[config.mk]
export PLATFORM = sky130hd
export DESIGN_NAME = hostreg_bank
export DESIGN_NICKNAME = d
export VERILOG_FILES = /design/src/rtl/hr_pkg.sv /design/src/rtl/hr_reset_seq.sv /design/src/rtl/hr_pointer.sv /design/src/rtl/hr_cfg_array.sv /design/src/rtl/hostreg_bank.sv
export SDC_FILE = /design/constraint.sdc
export NUM_CORES = 1
export LEC_CHECK = 0
export BUFFER_PORTS_ARGS = -buffer_cell sky130_fd_sc_hd__buf_4
export CAP_MARGIN = 20
export CORE_ASPECT_RATIO = 1.4
export CORE_UTILIZATION = 46
export DETAILED_ROUTE_END_ITERATION = 6
export PLACE_DENSITY = 0.71
export SLEW_MARGIN = 15
export SYNTH_ARGS = -nofsm -noshare
export SYNTH_HDL_FRONTEND = slang
export SYNTH_SLANG_ARGS = --single-unit
[constraint.sdc]
create_clock -name clk -period 2.79 [get_ports clk]
set_input_delay 0.1395 -clock clk [delete_from_list [all_inputs] [get_ports clk]]
set_output_delay 0.1395 -clock clk [all_outputs]
set_load 0.01 [all_outputs]
[src/rtl/hr_pkg.sv]
package hr_pkg;
    localparam int DW      = 8;
    localparam int NUM_IND = 12;
    localparam int LC_LOC  = 10;
    localparam int PW      = $clog2(NUM_IND);
    localparam logic [PW-1:0] PTR_LAST = PW'(NUM_IND - 1);

    typedef enum logic [1:0] {
        DA_CTRL = 2'd0,
        DA_MODE = 2'd1,
        DA_PTR  = 2'd2,
        DA_DATA = 2'd3
    } dir_addr_e;

    typedef enum logic [1:0] {
        RS_HELD  = 2'd0,
        RS_TAIL  = 2'd1,
        RS_READY = 2'd2
    } rst_state_e;
endpackage

[src/rtl/hr_reset_seq.sv]
module hr_reset_seq
    import hr_pkg::*;
(
    input  logic clk,
    input  logic rst_n,
    output logic ready
);
    rst_state_e state_q, state_d;

    always_ff @(posedge clk or negedge rst_n) begin
        if (!rst_n) state_q <= RS_HELD;
        else        state_q <= state_d;
    end

    always_comb begin
        state_d = state_q;
        unique case (state_q)
            RS_HELD:  state_d = RS_TAIL;
            RS_TAIL:  state_d = RS_READY;
            RS_READY: state_d = RS_READY;
            default:  state_d = RS_HELD;
        endcase
    end

    always_comb ready = (state_q == RS_READY);

    // reset forces the held state
    assert_held_in_reset_R1: assert property (@(posedge clk)
        !rst_n |-> state_q == RS_HELD);
    // ready only follows the tail cycle
    assert_tail_before_ready_R1: assert property (@(posedge clk) disable iff (!rst_n)
        $rose(ready) |-> $past(state_q) == RS_TAIL);
endmodule

[src/rtl/hr_pointer.sv]
module hr_pointer
    import hr_pkg::*;
(
    input  logic          clk,
    input  logic          ready,
    input  logic          load,
    input  logic [DW-1:0] load_val,
    input  logic          step,
    output logic [PW-1:0] ptr
);
    logic [PW-1:0] clamped;

    always_comb clamped = (load_val > DW'(PTR_LAST)) ? PTR_LAST : load_val[PW-1:0];

    always_ff @(posedge clk) begin
        if (!ready)                       ptr <= '0;
        else if (load)                    ptr <= clamped;
        else if (step && ptr != PTR_LAST) ptr <= ptr + PW'(1);
    end

    // pointer never leaves the indirect space
    assert_ptr_bound_R6: assert property (@(posedge clk) disable iff (!ready)
        ptr <= PTR_LAST);
    // a step below the last location advances by one
    assert_ptr_step_R5: assert property (@(posedge clk) disable iff (!ready)
        step && !load && ptr != PTR_LAST |=> ptr == $past(ptr) + PW'(1));
    // a step at the last location stays put
    assert_ptr_sat_R6: assert property (@(posedge clk) disable iff (!ready)
        step && !load && ptr == PTR_LAST |=> ptr == PTR_LAST);
endmodule

[src/rtl/hr_cfg_array.sv]
module hr_cfg_array
    import hr_pkg::*;
(
    input  logic                  clk,
    input  logic                  ready,
    input  logic                  wr_en,
    input  logic [PW-1:0]         sel_loc,
    input  logic [DW-1:0]         wdata,
    output logic [DW-1:0]         rbyte,
    output logic [NUM_IND*DW-1:0] cfg_flat
);
    for (genvar k = 0; k < NUM_IND; k++) begin : g_loc
        if (k == LC_LOC) begin : g_ro
            assign cfg_flat[k*DW +: DW] = '0;
        end else begin : g_rw
            logic [DW-1:0] byte_q;
            always_ff @(posedge clk) begin
                if (!ready)                          byte_q <= '0;
                else if (wr_en && sel_loc == PW'(k)) byte_q <= wdata;
            end
            assign cfg_flat[k*DW +: DW] = byte_q;
        end
    end

    always_comb rbyte = cfg_flat[sel_loc*DW +: DW];

    // no write enable, no change in the indirect bytes
    assert_cfg_hold_R8: assert property (@(posedge clk) disable iff (!ready)
        !wr_en |=> $stable(cfg_flat));
endmodule

[src/rtl/hostreg_bank.sv]
module hostreg_bank
    import hr_pkg::*;
#(
    parameter logic [3:0] VERSION = 4'h5
) (
    input  logic                  clk,
    input  logic                  rst_n,
    input  logic                  sel,
    input  logic                  rd,
    input  logic                  wr,
    input  logic [1:0]            addr,
    input  logic [DW-1:0]         wdata,
    input  logic                  frame_busy,
    input  logic [DW-1:0]         line_count,
    output logic [DW-1:0]         rdata,
    output logic                  run_en,
    output logic [DW-1:0]         mode_q,
    output logic [NUM_IND*DW-1:0] cfg_bytes
);
    logic          ready, acc, is_wr, is_rd, open;
    logic          ptr_load, ptr_step, cfg_wr;
    logic [PW-1:0] ptr;
    logic [DW-1:0] rbyte;
    dir_addr_e     da;

    hr_reset_seq u_rst (.clk(clk), .rst_n(rst_n), .ready(ready));

    always_comb begin
        da       = dir_addr_e'(addr);
        acc      = ready && sel && (rd || wr);
        is_wr    = acc && wr;
        is_rd    = acc && !wr;
        open     = !frame_busy;
        ptr_load = is_wr && da == DA_PTR && open;
        ptr_step = acc && da == DA_DATA && open;
        cfg_wr   = is_wr && da == DA_DATA && open && ptr != PW'(LC_LOC);
    end

    hr_pointer u_ptr (
        .clk(clk), .ready(ready), .load(ptr_load), .load_val(wdata),
        .step(ptr_step), .ptr(ptr)
    );

    hr_cfg_array u_cfg (
        .clk(clk), .ready(ready), .wr_en(cfg_wr), .sel_loc(ptr),
        .wdata(wdata), .rbyte(rbyte), .cfg_flat(cfg_bytes)
    );

    always_ff @(posedge clk) begin
        if (!ready) begin
            run_en <= 1'b0;
            mode_q <= '0;
        end else begin
            if (is_wr && da == DA_CTRL)         run_en <= wdata[0];
            if (is_wr && da == DA_MODE && open) mode_q <= wdata;
        end
    end

    always_comb begin
        rdata = '0;
        if (is_rd) begin
            unique case (da)
                DA_CTRL: rdata = {VERSION, 3'b000, run_en};
                DA_MODE: rdata = open ? mode_q : '0;
                DA_PTR:  rdata = open ? DW'(ptr) : '0;
                DA_DATA: rdata = !open ? '0 : (ptr == PW'(LC_LOC)) ? line_count : rbyte;
                default: rdata = '0;
            endcase
        end
    end

    // control write lands even while busy
    assert_ctrl_write_R2: assert property (@(posedge clk) disable iff (!ready)
        sel && wr && addr == 2'd0 |=> run_en == $past(wdata[0]));
    // mode and pointer frozen while busy
    assert_busy_mode_lock_R8: assert property (@(posedge clk) disable iff (!ready)
        frame_busy |=> $stable(mode_q));
    assert_busy_ptr_lock_R8: assert property (@(posedge clk) disable iff (!ready)
        frame_busy |=> $stable(ptr));
    // no select, no change
    assert_nosel_hold_R10: assert property (@(posedge clk) disable iff (!ready)
        !sel |=> $stable(mode_q) && $stable(run_en) && $stable(ptr));
    // nothing is read outside the ready state
    assert_no_read_in_reset_R1: assert property (@(posedge clk)
        !ready |-> rdata == '0);
endmodule

* Word-level counts from Yosys, hierarchy flattened
Cells that the tools add are included.
** Storage, ports and cells
- Logic and storage cells :: 80
- Memory bits (read-only) :: 0
- Bits in writable memories :: 0
- Output and inout port bits :: 113
- Memories :: 0
- Bits in latches :: 0
- Register bits after elaboration :: 103
- Input bits :: 24
** Operators by class
- Reductions and logical operators :: 34
- Bitwise logic cells :: 0
- $mul :: 0
- $add $sub $neg :: 1
- Muxes and demuxes :: 10
- Equality and inequality tests :: 18
- Shifts and indexed selects :: 1
- Divide/modulo/power cells :: 0
- $lt $le $gt $ge :: 1
** Operator list (number)
- $shiftx 96x8->8 :: 1
- $mux 8 :: 4
- $pmux 8 s4 :: 1
- $logic_and 1x1->1 :: 26
- $eq 4x3->1 const B :: 4
- $eq 4x4->1 const B :: 4
- $mux 4 :: 4
- $eq 4x2->1 const B :: 2
- $gt 8x4->1 const B :: 1
- $ne 4x4->1 const B :: 2
- $eq 2x2->1 const B :: 3
- $add 4x1->4 const B :: 1
- $eq 2x1->1 const B :: 2
- $eq 4x1->1 const B :: 1
- $logic_not 2->1 :: 2
- $logic_not 4->1 :: 1
- $pmux 2 s2 :: 1
- $logic_not 1->1 :: 2
- $reduce_bool 2->1 :: 1
- $reduce_or 2->1 :: 1
- $logic_or 1x1->1 :: 1

* Depth between registers and ports, before layout
- Depth in word-level cells :: 8
- Depth in mapped cells :: 9
- Mapped depth without buffers :: 6

* Hierarchy
A second synthesis with hierarchy kept.
** Second synthesis, totals
- Cells, all modules :: 614
- Area, all modules :: 5457.7 sq um
** By module, submodules not included
- hr_cfg_array :: instances 1, cells each 486, area an instance 4380.5 sq um, seq. area each 1761.7 sq um
- hostreg_bank :: instances 1, cells each 94, area an instance 730.7 sq um, seq. area each 180.2 sq um
- hr_pointer :: instances 1, cells each 28, area an instance 264.0 sq um, seq. area each 80.1 sq um
- hr_reset_seq :: instances 1, cells each 6, area an instance 82.6 sq um, seq. area each 50.0 sq um

* Worst setup path after synthesis
No wires, ideal clock.
- Kind :: reg-to-reg
- Start point :: register u_ptr.ptr[0]
- End point :: register u_cfg.g_loc[11].g_rw.byte_q[0]
- Clock period less this slack :: 2.486 ns
- Path buffers :: 3
- Path slack :: 0.304 ns
- Arrival time :: 2.369 ns
- Cell stages (with the launch flop) :: 10
- Cell sequence :: dfxtp_1 clkbuf_1 clkbuf_1 inv_1 ha_1 buf_2 nor3b_1 nand4_2 mux2i_1 nor2b_1
** On the way
- Word-level cells in the longest chain between the ends :: 3
- Elaborated cells on any way between the ends :: 4
- Those cells by class :: eq/ne: 2; reduce/logical: 2
** Ends and longest elaborated chain
- start: declaration :: line hr_pointer.sv:9 : output logic [PW-1:0] ptr
- start signal: assignment :: line hr_pointer.sv:17 : else if (load) ptr <= clamped;
- start signal: assignment :: line hr_pointer.sv:18 : else if (step && ptr != PTR_LAST) ptr <= ptr + PW'(1);
- $ne 4x4->1 :: line hostreg_bank.sv:36 : cfg_wr = is_wr && da == DA_DATA && open && ptr != PW'(LC_LOC);
- $logic_and 1x1->1 :: line hostreg_bank.sv:36
- $logic_and 1x1->1 (*) :: line hr_cfg_array.sv:19 : else if (wr_en && sel_loc == PW'(k)) byte_q <= wdata;
- end signal: assignment :: line hr_cfg_array.sv:19
- end: declaration :: line hr_cfg_array.sv:16 : logic [DW-1:0] byte_q;
Mark *: on every way between the ends. The rest lies on a longest branch, timed or not.
A chain may end at the register's enable or synchronous reset.

* Final worst setup path
- Start point :: register u_ptr.ptr[1]
- End point :: output rdata[4]
** On the way
- Word-level cells in the longest chain between the ends :: 5
- Elaborated cells on any way between the ends :: 6
- Those cells by class :: eq/ne: 1; shift: 1; mux: 4
** Ends and longest elaborated chain
- $shiftx 96x8->8 / $eq 4x4->1 (equally long branches) :: line hr_cfg_array.sv:25, hostreg_bank.sv:66
- $mux 8 (*) (2 in a row) :: line hostreg_bank.sv:66 : DA_DATA: rdata = !open ? '0 : (ptr == PW'(LC_LOC)) ? line_count : rbyte;
- $pmux 8 s4 (*) :: line hostreg_bank.sv:62 : unique case (da)
- $mux 8 (*) :: line hostreg_bank.sv:61 : if (is_rd) begin
- end: declaration :: line hostreg_bank.sv:15 : output logic [DW-1:0] rdata,
Marks and branches as above.

==> impl_results.md <==
* PwrDens at 765 nW/um^2
* # setup viols final at 0
* Pin count of the biggest net entering global routing at 99
* Num CTS Buffers at 9
* Layout fillers at 1020
* Post-Syn Area at 5420 um^2
* Yosys top cell by area: dfxtp_1
* Gate count of the mapped netlist at 521
* Run status: finished, final reports clean
* Hold Violations, Final at 0
* Post-synth EDFFs at 0
* Crit Path Max Fanout at 14
* Area share of the largest cell type after synthesis at 0.373
* CP required at 2.65 ns
* Htree depth at 3
* Final WL at 15.7 mm
* Share of layout cells above drive strength 1 at 0.328
* Ports at 137
* RSZ-0062 raised after global routing: false
* Netlist cell types at 53
* Setup crit end kind: output pin
* CTS root buf: clkbuf_16
* Synth top area cells: dfxtp_1 (37%), mux2i_1 (18%), nor2b_1 (12%)
* Clock latency on the worst-skew pair at 0.35 ns
* VDD IR-drop max at 0.431 mV
* Die area at 12200 um^2
* Clk_skew at 0.00582 ns
* Max-slew headroom at 0.475
* Syn Area/Cell at 10.4 um^2
* Tot GR Track Use at 0.264
* Area growth from synthesis to layout at 24.2%
* Post-layout net count at 659
* Static Leak at 3.44 nW
* Via Count at 4322
* GR Overflow Total at 0
* Initial antenna violation count at 0
* Dpl ws at 0.350 ns
* CP Launch Type: flip-flop
* CTS sink cnt at 103
* Placer Congestion at 0.871
* Register area at 2070 um^2
* Drt pass-1 iters at 4
* CTS tree: built
* Routed Antenna Nets at 0
* FMAX at 0.378 GHz
* Setup CP Type: flip-flop to output pin
* Hold Path Class: input pin to async pin
* DP HPWL at 11.0 mm
* Vias per cell at 5.56
* First-pass GRT wire length at 24.0 mm
* Number of global-route vias before repair at 4304
* Port Buf Inserts at 128
* WP data arrival at 2.51 ns
* Final Cycle Share at 0.948
* Worst setup margin at 0.144 ns
* Die height at 130 um
* Slew @ Worst Pin at 0.787 ns
* Total Neg Setup Slack at 0 ns
* Yosys reg bits at 103
* Max-cap violation count at 0
* Util after Layout at 0.591
* Row cnt at 46
* Die X at 93.8 um
* Multi-input logic area at 3070 um^2
* Drt initial violations at 234
* Pwr Total at 5.15 mW
* Clock Path Buffers at 2
* Placeable Area at 11400 um^2
* Initial Util at 0.476
* Synthesis Warnings at 0
* Register area share after synthesis at 0.382
* Clock-pin slew on the worst setup and hold paths at 0.07 ns
* Final Max Slew Viols at 0
* Antenna fix cells at 0
* Ys async rst share at 0.0194
* Final period demand of the worst path at 2.65 ns
* Top_reg_cell synth: dfxtp_1
* Routed len/inst at 20.2 um
* DRC at 0
-- critical path, cell delays in order, from the launching register on --
cell     delay [ns]
dfxtp_1        0.72
buf_4          0.28
mux2_2         0.34
o22ai_1        0.26
nor3_1         0.14
o31a_1         0.26
buf_4          0.14
-- synthesized netlist by cell type, types with 2 or more instances --
library cell	count
nand4_4	7
mux4_2	2
a22oi_1	3
a221oi_1	8
o31a_1	2
dfxtp_1	101
mux2i_1	100
xnor2_1	2
nor3b_1	2
a211o_1	2
and2_1	3
clkbuf_1	23
nand4_2	4
o21ai_0	3
o22ai_1	14
o21a_1	4
nor4_1	2
nand2_1	9
inv_1	7
buf_4	13
and4b_1	2
dfrtp_1	2
nand2b_1	5
a21oi_1	7
nor2b_1	106
nor2_1	4
buf_2	7
buf_6	3
or2_2	2
o32ai_1	3
ha_1	6
mux2_2	34
nor3_1	9
-- cell usage in the layout (no fill, tap or decap), types with 3 or more instances in the layout --
cell type and n:
ha_1 5, o32ai_1 3, a22oi_1 3, clkbuf_16 9, nand4_2 4, o22ai_1 14
buf_4 138, o21ai_0 3, a221oi_1 8, mux2_2 34, nor2_1 4, conb_1 8
nand2_1 9, nand4_4 7, nand2b_1 5, inv_1 7, mux2i_1 100, nor2b_1 106
nor3_1 9, a21oi_1 7, dfxtp_1 100, and2_1 3, o21a_1 4
-- path summary, 6_finish.rpt --
kind	slack (ns)	startpoint	depth (start not counted)	end
max in group asynchronous	2.58	rst_n	2	u_rst.state_q[0]
min in group clk	0.19	wdata[2]	3	u_ptr.ptr[2]
hold / removal	0.12	rst_n	2	u_rst.state_q[1]
setup reg to reg	0.57	u_rst.state_q[0]	7	u_cfg.g_loc[0].g_rw.byte_q[5]
setup / recovery	0.14	u_ptr.ptr[1]	6	rdata[4]
hold reg to reg	0.54	u_cfg.g_loc[6].g_rw.byte_q[4]	2	u_cfg.g_loc[6].g_rw.byte_q[4]
-- sequential cells by signal (all words and copies together), names as in the netlist --
name                     flops
mode_q                       8
run_en                       1
u_cfg.g_loc.g_rw.byte_q     88
u_ptr.ptr                    4
u_rst.state_q                2
-- logic make-up after synthesis --
logic type | synth area share
simple gates | 0.208
compound gates | 0.0720
buf+inv | 0.0565
other cells | 0.000692
fa+ha+maj | 0.0138
mux | 0.263
flops | 0.382
xor+xnor | 0.00323
-- area by class of cell --
| cell class | instances | area share |
|---|---|---|
| Timing Repair Buffer | 139 | 0.155 |
| Multi-Input combinational cell | 368 | 0.456 |
| Clock inverter | 4 | 0.0113 |
| Inverter | 8 | 0.00446 |
| Tap cell | 144 | 0.0268 |
| Sequential cell | 103 | 0.308 |
| Clock buffer | 12 | 0.0381 |
-- what timing repair did --
item | in CTS | in global routing
hold buffers | 1 | 0
buffers inserted | 0 | 0
gates resized for setup | 1 | 0
hold endpoints to repair | 2 | 0
setup endpoints to repair | 1 | 0
-- metrics by stage --
stage	cell area, um^2	cells	hold slack (ns)
2_1_floorplan	5450	528	-0.156
3_3_place_gp	6390	761	-0.0735
3_5_place_dp	6390	761	-0.0687
4_1_cts	6740	778	0.102
5_1_grt	6740	778	0.121
6_report	6740	778	0.116
-- power by group --
part | total (mW) | switching (mW) | internal (mW) | leakage [nW]
registers | 2.02 | 0.290 | 1.73 | 0.847
logic | 1.73 | 0.896 | 0.838 | 2.43
clock network | 1.40 | 0.562 | 0.840 | 0.159
total | 5.15 | 1.75 | 3.40 | 3.44
-- metal layers --
metal / share of wire / vias up / wire length [um] / track usage
li1: - / 2039 / - / -
met1: 0.41 / 2047 / 6410 / 0.321
met2: 0.49 / 184 / 7620 / 0.432
met3: 0.051 / 52 / 798 / 0.0492
met4: 0.056 / 0 / 877 / 0.163
met5: 0 / - / 0 / 0
(Power assumes the default switching activity.)
